$ cat config.mk
export PLATFORM = sky130hd
export DESIGN_NAME = irq_entry_ctrl
export DESIGN_NICKNAME = d
export VERILOG_FILES = /design/src/rtl/irq_entry_pkg.sv /design/src/rtl/irq_pend_arb.sv /design/src/rtl/irq_ctx_regs.sv /design/src/rtl/irq_entry_ctrl.sv
export SDC_FILE = /design/constraint.sdc
export NUM_CORES = 1
export LEC_CHECK = 0
export ABC_AREA = 0
export CORE_MARGIN = 3
export CORE_UTILIZATION = 50
export DETAILED_ROUTE_END_ITERATION = 10
export PLACE_DENSITY = 0.83
export SETUP_SLACK_MARGIN = 0.3
export SLEW_MARGIN = 20
export SYNTH_ARGS = -nofsm -noshare
export SYNTH_HDL_FRONTEND = slang
export SYNTH_SLANG_ARGS = --single-unit
$ cat constraint.sdc
create_clock -name clk_i -period 5.1 [get_ports clk_i]
set_input_delay 1.53 -clock clk_i [delete_from_list [all_inputs] [get_ports clk_i]]
set_output_delay 1.53 -clock clk_i [all_outputs]
set_load 0.02 [all_outputs]
$ cat src/rtl/irq_entry_pkg.sv
package irq_entry_pkg;
  localparam int unsigned XLEN   = 32;
  localparam int unsigned HALF   = XLEN / 2;
  localparam int unsigned PSW_W  = 16;
  localparam int unsigned NP_BIT = 7;
  localparam int unsigned EP_BIT = 6;
  localparam int unsigned ID_BIT = 5;

  localparam logic [PSW_W-1:0] PSW_RST  = PSW_W'(16'h0020);
  localparam logic [PSW_W-1:0] NP_MASK  = PSW_W'(1) << NP_BIT;
  localparam logic [PSW_W-1:0] EP_MASK  = PSW_W'(1) << EP_BIT;
  localparam logic [PSW_W-1:0] ID_MASK  = PSW_W'(1) << ID_BIT;
  localparam logic [XLEN-1:0]  NMI_VEC  = XLEN'(32'h10);
  localparam logic [HALF-1:0]  NMI_CODE = HALF'(16'h0010);
  localparam logic [XLEN-1:0]  IRQ_BASE = XLEN'(32'h80);
  localparam logic [XLEN-1:0]  IRQ_STEP = XLEN'(32'h10);

  function automatic logic [XLEN-1:0] irq_vector(input int unsigned idx);
    return IRQ_BASE + IRQ_STEP * XLEN'(idx);
  endfunction
endpackage

$ cat src/rtl/irq_pend_arb.sv
module irq_pend_arb #(
  parameter int unsigned N_SRC = 6,
  parameter int unsigned IDX_W = (N_SRC > 1) ? $clog2(N_SRC) : 1
) (
  input  logic             clk_i,
  input  logic             rst_ni,
  input  logic             nmi_i,
  input  logic [N_SRC-1:0] irq_i,
  input  logic             nmi_ok_i,
  input  logic             irq_ok_i,
  output logic             take_nmi_o,
  output logic             take_irq_o,
  output logic [IDX_W-1:0] take_idx_o
);
  logic             nmi_pend_q;
  logic [N_SRC-1:0] irq_pend_q;
  logic [N_SRC-1:0] irq_clr;
  logic             irq_any;

  // lowest index wins
  always_comb begin
    irq_any    = 1'b0;
    take_idx_o = '0;
    for (int i = N_SRC - 1; i >= 0; i--) begin
      if (irq_pend_q[i]) begin
        irq_any    = 1'b1;
        take_idx_o = IDX_W'(i);
      end
    end
  end

  assign take_nmi_o = nmi_pend_q && nmi_ok_i;
  assign take_irq_o = irq_any && irq_ok_i && !take_nmi_o;

  always_comb begin
    irq_clr = '0;
    if (take_irq_o) irq_clr[take_idx_o] = 1'b1;
  end

  always_ff @(posedge clk_i or negedge rst_ni) begin
    if (!rst_ni) begin
      nmi_pend_q <= 1'b0;
      irq_pend_q <= '0;
    end else begin
      nmi_pend_q <= (nmi_pend_q && !take_nmi_o) || nmi_i;
      irq_pend_q <= (irq_pend_q & ~irq_clr) | irq_i;
    end
  end

  a_r4_pend_kept: assert property (@(posedge clk_i) disable iff (!rst_ni)
    !take_irq_o |=> ((irq_pend_q & $past(irq_pend_q)) == $past(irq_pend_q)));
  a_r8_flag_cleared: assert property (@(posedge clk_i) disable iff (!rst_ni)
    (take_nmi_o && !nmi_i) |=> !nmi_pend_q);
endmodule

$ cat src/rtl/irq_ctx_regs.sv
module irq_ctx_regs
  import irq_entry_pkg::*;
#(
  parameter int unsigned IDX_W = 3
) (
  input  logic             clk_i,
  input  logic             rst_ni,
  input  logic             take_nmi_i,
  input  logic             take_irq_i,
  input  logic [IDX_W-1:0] take_idx_i,
  input  logic             rfn_i,
  input  logic             rfi_i,
  input  logic             pc_we_i,
  input  logic [XLEN-1:0]  pc_wdata_i,
  input  logic             psw_we_i,
  input  logic [PSW_W-1:0] psw_wdata_i,
  output logic [XLEN-1:0]  pc_o,
  output logic [PSW_W-1:0] psw_o,
  output logic [XLEN-1:0]  ecr_o,
  output logic [XLEN-1:0]  nmi_pc_o,
  output logic [PSW_W-1:0] nmi_psw_o,
  output logic [XLEN-1:0]  int_pc_o,
  output logic [PSW_W-1:0] int_psw_o
);
  logic [XLEN-1:0] irq_vec;
  assign irq_vec = irq_vector(int'(take_idx_i));

  always_ff @(posedge clk_i or negedge rst_ni) begin
    if (!rst_ni) begin
      pc_o      <= '0;
      psw_o     <= PSW_RST;
      ecr_o     <= '0;
      nmi_pc_o  <= '0;
      nmi_psw_o <= '0;
      int_pc_o  <= '0;
      int_psw_o <= '0;
    end else if (take_nmi_i) begin
      nmi_pc_o  <= pc_o;
      nmi_psw_o <= psw_o;
      ecr_o     <= {HALF'(0), ecr_o[HALF-1:0] | NMI_CODE};
      psw_o     <= (psw_o | NP_MASK | ID_MASK) & ~EP_MASK;
      pc_o      <= NMI_VEC;
    end else if (take_irq_i) begin
      int_pc_o  <= pc_o;
      int_psw_o <= psw_o;
      ecr_o     <= {ecr_o[XLEN-1:HALF], irq_vec[HALF-1:0]};
      psw_o     <= (psw_o | ID_MASK) & ~EP_MASK;
      pc_o      <= irq_vec;
    end else if (rfn_i) begin
      pc_o  <= nmi_pc_o;
      psw_o <= nmi_psw_o;
    end else if (rfi_i) begin
      pc_o  <= int_pc_o;
      psw_o <= int_psw_o;
    end else begin
      if (pc_we_i)  pc_o  <= pc_wdata_i;
      if (psw_we_i) psw_o <= psw_wdata_i;
    end
  end

  a_r3_nmi_entry: assert property (@(posedge clk_i) disable iff (!rst_ni)
    take_nmi_i |=> (pc_o == NMI_VEC) && psw_o[NP_BIT] && psw_o[ID_BIT] && !psw_o[EP_BIT]
                   && (nmi_pc_o == $past(pc_o)) && (ecr_o[XLEN-1:HALF] == '0));
  a_r5_irq_entry: assert property (@(posedge clk_i) disable iff (!rst_ni)
    take_irq_i |=> psw_o[ID_BIT] && !psw_o[EP_BIT] && (int_pc_o == $past(pc_o))
                   && (ecr_o[XLEN-1:HALF] == $past(ecr_o[XLEN-1:HALF])));
  a_r9_rfn_restore: assert property (@(posedge clk_i) disable iff (!rst_ni)
    (rfn_i && !take_nmi_i && !take_irq_i) |=> (pc_o == $past(nmi_pc_o)) && (psw_o == $past(nmi_psw_o)));
  a_r9_rfi_restore: assert property (@(posedge clk_i) disable iff (!rst_ni)
    (rfi_i && !rfn_i && !take_nmi_i && !take_irq_i) |=> (pc_o == $past(int_pc_o)) && (psw_o == $past(int_psw_o)));
endmodule

$ cat src/rtl/irq_entry_ctrl.sv
module irq_entry_ctrl
  import irq_entry_pkg::*;
#(
  parameter int unsigned N_SRC = 6
) (
  input  logic             clk_i,
  input  logic             rst_ni,
  input  logic             nmi_i,
  input  logic [N_SRC-1:0] irq_i,
  input  logic             rfn_i,
  input  logic             rfi_i,
  input  logic             pc_we_i,
  input  logic [31:0]      pc_wdata_i,
  input  logic             psw_we_i,
  input  logic [15:0]      psw_wdata_i,
  output logic [31:0]      pc_o,
  output logic [15:0]      psw_o,
  output logic [31:0]      ecr_o,
  output logic [31:0]      nmi_pc_o,
  output logic [15:0]      nmi_psw_o,
  output logic [31:0]      int_pc_o,
  output logic [15:0]      int_psw_o
);
  localparam int unsigned IDX_W = (N_SRC > 1) ? $clog2(N_SRC) : 1;

  logic             nmi_ok, irq_ok, take_nmi, take_irq;
  logic [IDX_W-1:0] take_idx;

  assign nmi_ok = !psw_o[NP_BIT];
  assign irq_ok = !psw_o[NP_BIT] && !psw_o[ID_BIT];

  irq_pend_arb #(.N_SRC(N_SRC), .IDX_W(IDX_W)) u_arb (
    .clk_i, .rst_ni, .nmi_i, .irq_i,
    .nmi_ok_i   (nmi_ok),
    .irq_ok_i   (irq_ok),
    .take_nmi_o (take_nmi),
    .take_irq_o (take_irq),
    .take_idx_o (take_idx)
  );

  irq_ctx_regs #(.IDX_W(IDX_W)) u_ctx (
    .clk_i, .rst_ni,
    .take_nmi_i (take_nmi),
    .take_irq_i (take_irq),
    .take_idx_i (take_idx),
    .rfn_i, .rfi_i, .pc_we_i, .pc_wdata_i, .psw_we_i, .psw_wdata_i,
    .pc_o, .psw_o, .ecr_o, .nmi_pc_o, .nmi_psw_o, .int_pc_o, .int_psw_o
  );

  a_r2_nmi_blocked: assert property (@(posedge clk_i) disable iff (!rst_ni)
    psw_o[NP_BIT] |-> !take_nmi);
  a_r4_irq_blocked: assert property (@(posedge clk_i) disable iff (!rst_ni)
    (psw_o[NP_BIT] || psw_o[ID_BIT]) |-> !take_irq);
  a_r6_vector_range: assert property (@(posedge clk_i) disable iff (!rst_ni)
    take_irq |=> (pc_o[3:0] == 4'h0) && (pc_o >= 32'h80) && (pc_o < 32'h80 + 32'h10 * N_SRC));
endmodule

Word level (Yosys, flattened, before mapping)
Index checks and enable logic that the tools add are counted.
{"block": "totals", "input_bits": 61, "output_inout_bits": 176, "register_bits": 183, "elab_cells": 67}
{"block": "classes", "n_reduce_logical": 18, "n_addsub": 1, "eq_ne": 1, "n_lt_le_gt_ge": 2, "bitwise": 5, "mux": 27}
{"op": "$mux 32", "count": 6}
{"op": "$mux 16", "count": 4}
{"op": "$mux 3", "count": 6}
{"op": "$mux 8", "count": 2}
{"op": "$reduce_bool 5->1", "count": 2}
{"op": "$add 8x7->9 const A", "count": 1}
{"op": "$mux 1", "count": 7}
{"op": "$and 6x6->6", "count": 1}
{"op": "$logic_and 1x1->1", "count": 6}
{"op": "$mux 6", "count": 1}
{"op": "$not 6->6", "count": 1}
{"op": "$or 6x6->6", "count": 1}
{"op": "$lt 3x4->1 const B", "count": 1}
{"op": "$reduce_and 2->1", "count": 2}
{"op": "$reduce_bool 4->1", "count": 1}
{"op": "$demux 1 s3", "count": 1}
{"op": "$ge 3x1->1 const B", "count": 1}
{"op": "$logic_not 1->1", "count": 3}
{"op": "$reduce_and 3->1", "count": 1}
{"op": "$reduce_bool 3->1", "count": 1}
{"op": "$ne 2x1->1 const B", "count": 1}
{"op": "$not 1->1", "count": 2}
{"op": "$reduce_bool 2->1", "count": 1}
{"op": "$logic_or 1x1->1", "count": 1}

Longest topological paths before layout
{"block": "depth", "ltp_word": 14, "mapped_depth": 7, "depth_no_buf": 4}

By module
From an unflattened synthesis, not the netlist that was laid out.
{"block": "unflattened", "hier_cells": 565, "area_unflattened_um2": 7098.1}
{"mod": "irq_ctx_regs", "cells_each": 529, "instances": 1, "area_each_um2": 6750.2, "seq_area_each_um2": 3704.8}
{"mod": "irq_pend_arb", "cells_each": 34, "instances": 1, "area_each_um2": 340.3, "seq_area_each_um2": 175.2}
{"mod": "irq_entry_ctrl", "cells_each": 2, "instances": 1, "area_each_um2": 7.5, "seq_area_each_um2": 0.0}

Worst setup path before layout
No wires, ideal clock.
{"block": "synth_path", "kind": "input-to-reg", "start": "input port rfi_i", "end": "register u_ctx.pc_o[13]", "setup_ns": 0.121, "path_stages": 7, "required_time_ns": 4.979, "path_slack_ns": 2.324, "arrival_time_ns": 2.655, "n_path_buf": 3, "path_cell_list": "clkbuf_1 > buf_4 > buf_2 > mux2i_1 > nor2_1 > a21oi_1 > o2bb2ai_2"}
{"block": "synth_via", "elab_chain_len": 4, "elab_cells_between_ends": 5, "cone_classes": "mux: 4; reduce/logical: 1"}
{"element": "start, declared", "line": "irq_entry_ctrl.sv:11", "rtl": "input logic rfi_i,"}
{"element": "$mux 32", "line": "irq_ctx_regs.sv:52", "rtl": "end else if (rfi_i) begin"}
{"element": "$mux 32", "line": "irq_ctx_regs.sv:49", "rtl": "end else if (rfn_i) begin"}
{"element": "$mux 32", "line": "irq_ctx_regs.sv:43", "rtl": "end else if (take_irq_i) begin"}
{"element": "$mux 32", "line": "irq_ctx_regs.sv:37", "rtl": "end else if (take_nmi_i) begin"}
{"element": "end signal, assigned", "line": "irq_ctx_regs.sv:48", "rtl": "pc_o <= irq_vec;"}
{"element": "end signal, assigned", "line": "irq_ctx_regs.sv:50", "rtl": "pc_o <= nmi_pc_o;"}
{"element": "end signal, assigned", "line": "irq_ctx_regs.sv:53", "rtl": "pc_o <= int_pc_o;"}
{"element": "end, declared", "line": "irq_ctx_regs.sv:17", "rtl": "output logic [XLEN-1:0] pc_o,"}
Several ways; a longest one is shown, not always the timed one.
A chain may end at the register's enable or synchronous reset.

Worst setup path after layout
{"block": "layout_path", "start": "register u_ctx.psw_o[7]", "end": "output port psw_o[7]"}
{"element": "start, declared", "line": "irq_ctx_regs.sv:18", "rtl": "output logic [PSW_W-1:0] psw_o,"}
{"element": "start signal, assigned", "line": "irq_ctx_regs.sv:41", "rtl": "psw_o <= (psw_o | NP_MASK | ID_MASK) & ~EP_MASK;"}
{"element": "start signal, assigned", "line": "irq_ctx_regs.sv:47", "rtl": "psw_o <= (psw_o | ID_MASK) & ~EP_MASK;"}
{"element": "start signal, assigned", "line": "irq_ctx_regs.sv:51", "rtl": "psw_o <= nmi_psw_o;"}
{"element": "end, declared", "line": "irq_entry_ctrl.sv:17", "rtl": "output logic [15:0] psw_o,"}
No word-level cell between the ends.

==> impl_metrics.py <==
metrics = {
    "outcome": {
        "status": "finished, final reports clean",
    },
    "power": {
        "clkPwrFrac": 0.211,
        "switching_share": 0.3597,
        "comb_power_share": 0.419,
        "power_frac_seq": 0.370,
        "power_density_mw_per_mm2": 570.7,
        "ir_drop_mv": 0.3084,
        "switchingPower_mw": 2.009,
        "internal_power_mw": 3.576,
        "power_leakage_nw": 4.353,
    },
    "route": {
        "vias": 5197,
        "drc_errors": 0,
        "first_pass_iters": 4,
        "totalWireLength_mm": 17.81,
        "vias_per_cell": 5.482,
        "drt-initial-drc-count": 337,
        "ant_nets": 0,
        "wl_per_cell_um": 18.79,
    },
    "setup_path": {
        "rr_startpoint": "u_ctx.psw_o[7]",
        "worstPathMaxFanout": 10,
        "path_buf_inv": 1,
        "worstSetupPathDepth": 1,
        "regToRegEndpoint": "u_ctx.pc_o[6]",
        "end_kind": "output pin",
        "critPathMaxStageDelay_ps": 690,
        "rrSetupSlack_ps": 2270,
        "endpoint": "psw_o[7]",
        "worst_ep_arrival_time_ps": 1700,
        "crit_chain": "clkdlybuf4s50_1",
        "required_ps": 3570,
        "crit_start": "u_ctx.psw_o[7]",
        "crit_family": "buffers and inverters",
        "cp_slowest_cell": "clkdlybuf4s50_1",
        "path_class": "register to output pin",
        "startpoint_type": "register",
        "rr_worst_depth": 5,
    },
    "clock_network": {
        "clk_path_buf_depth": 2,
        "post_cts_resized": 0,
        "cts.root.buffer_cell": "clkbuf_16",
        "cts_hold_buf": 0,
        "clock_sinks": 155,
        "insertion_delay_ps": 420,
        "cts_inserted_buffers": 17,
        "cts_max_level": 4,
        "postCtsSetupBuffers": 0,
        "clk_pin_slew_ps": 60,
        "cts_tree": "yes",
    },
    "logic_synthesis": {
        "ys_seq_area_frac": 0.5368,
        "synth-main-ff-cell": "dfrtp_1",
        "ys_warn_count": 0,
        "avgSynthCellArea_um2": 12.93,
        "syn_inst": 559,
        "ys_ff_latch": 155,
        "synth-async-reset-ratio": 1.000,
        "synth_area_mm2": 0.007228,
        "synth_enable_flop_cells": 0,
        "synth_cell_types": 42,
    },
    "global_routing": {
        "grt_pass1_wl_mm": 28.42,
        "gr-total-overflow": 0,
        "grt_util_all_layers": 0.2240,
        "grt_pass1_vias": 5303,
        "antenna_found_initial": 0,
        "grt_max_degree": 94,
    },
    "place": {
        "gp_congestion": 0.8262,
        "dp_hpwl_mm": 12.31,
        "dp.cells": 916,
        "io_buffers": 208,
    },
    "sta": {
        "tightestPinTransition_ps": 942.2,
        "max_freq_ghz": 0.3094,
        "rsz0062_at_grt": "no",
        "maxSlewViolCount": 0,
        "setup_viol": 0,
        "fin_worst_skew_ps": 7.454,
        "finalHoldViolCount": 0,
        "finalCritPeriodShare": 0.6338,
        "period_minus_slack_ps": 3232,
        "setup_tns_ps": 0,
        "max_slew_margin": 0.3719,
    },
    "layout": {
        "layout.cells.non_filler": 948,
        "layout_common_cells": "clkdlybuf4s50_1 (205), dfrtp_1 (154), mux2_2 (110)",
        "nNetsFinal": 816,
        "fillers": 964,
        "antennaDiodeCount": 0,
        "drive_gt1_frac": 0.2266,
        "mostFrequentLayoutCell": "clkdlybuf4s50_1",
        "syn_to_final_growth_pct": 35.38,
    },
    "floorplanning": {
        "rows": 43,
        "coreArea_mm2": 0.01399,
        "start_util": 0.5167,
        "dieArea_mm2": 0.01594,
        "io_pins": 237,
        "die_h_um": 126.2,
        "die_w_um": 126.2,
    },
    "min_path": {
        "min_path_type": "register to register",
    },
    "flow_run": {
        "maxCapViolations": 0,
    },
}
## cell families (layout without fill, tap and decap cells)
logic type | after synthesis | count (layout) | share of synthesized area
multiplexers | 160 | 160 | 0.2406
flip-flops | 155 | 155 | 0.5368
AND/OR/NAND/NOR | 73 | 73 | 0.04778
AO/OA/AOI/OAI | 101 | 101 | 0.1087
buffers and inverters | 69 | 251 | 0.06560
other | 1 | 28 | 0.0005188
## registers in the layout (all words and copies together) (netlist names)
| register | flops |
|---|---|
| u_arb.irq_pend_q | 6 |
| u_arb.nmi_pend_q | 1 |
| u_ctx.ecr_o | 4 |
| u_ctx.int_pc_o | 32 |
| u_ctx.int_psw_o | 16 |
| u_ctx.nmi_pc_o | 32 |
| u_ctx.nmi_psw_o | 16 |
| u_ctx.pc_o | 32 |
| u_ctx.psw_o | 16 |
## per-layer routing
metal,up-vias,global-route usage,routed length [µm]
met5,-,0,0
met4,0,0.07445,280
met3,25,0.06489,1392
met2,224,0.3690,8664
met1,2610,0.2857,7473
li1,2338,-,-
## Yosys cell counts, types with 2 or more instances
master     instances  share of area
o21ai_0           23          0.016
dfrtp_1          154           0.53
o2bb2ai_1         10          0.012
clkbuf_1           6         0.0031
o211ai_1           2         0.0021
mux2_2           110           0.17
nor3_1             3         0.0021
nand2_1           17         0.0088
buf_2             10         0.0069
a21oi_1           33          0.023
inv_1              5         0.0026
nand2b_1           4         0.0035
buf_1              4         0.0021
nand3_1            3         0.0021
nor2b_1            4         0.0035
buf_4             35          0.036
nor2_1            34          0.018
o2bb2ai_2         18          0.037
mux2i_1           50          0.069
buf_6              8          0.012
a21o_1             4         0.0042
a22o_1             2         0.0024
## worst min-delay path by stage
stage | startpoint | end | slack (ps) | cells past startpoint
floorplan | u_arb.nmi_pend_q | u_arb.nmi_pend_q | 520 | 1
global placement | u_ctx.ecr_o[7] | u_ctx.ecr_o[7] | 450 | 1
detailed placement | u_ctx.ecr_o[7] | u_ctx.ecr_o[7] | 460 | 1
CTS | u_ctx.ecr_o[7] | u_ctx.ecr_o[7] | 480 | 1
global route | u_ctx.ecr_o[7] | u_ctx.ecr_o[7] | 500 | 1
finish | u_ctx.ecr_o[7] | u_ctx.ecr_o[7] | 470 | 1
## metrics by stage
| stage | hold slack, ps | worst slack (ps) | power, mW | util | cell area [µm²] |
|---|---|---|---|---|---|
| 6_report | 474.9 | 1868 | 5.585 | 0.6996 | 9786 |
| 5_1_grt | 504.2 | 1794 | 5.855 | 0.6996 | 9786 |
| 4_1_cts | 475.9 | 1849 | 5.628 | 0.6996 | 9786 |
| 3_5_place_dp | 457.1 | 1525 | 4.432 | 0.6601 | 9234 |
| 3_3_place_gp | 453.1 | 1588 | 4.347 | 0.6601 | 9234 |
| 2_1_floorplan | 517.6 | 2324 | 3.293 | - | 7330 |
## final cells by class
class / instances / area, µm² / share of cell area
clock buffers: 28 / 506.7 / 0.05178
clock inverters: 4 / 45.04 / 0.004603
inverters: 5 / 18.77 / 0.001918
multi-input cells: 362 / 2992 / 0.3057
flip-flops and latches: 155 / 3880 / 0.3965
well taps: 180 / 225.2 / 0.02301
repair buffers: 214 / 2118 / 0.2165
## power groups by stage
stage	logic, mW	registers, mW	clock network [mW]
2_1_floorplan	0.803	2.49	0
3_3_place_gp	2.30	2.05	0
3_5_place_dp	2.35	2.08	0
4_1_cts	2.36	2.07	1.20
5_1_grt	2.47	2.13	1.26
6_report	2.34	2.07	1.18
Note: power is estimated with default switching activity, not from simulation.
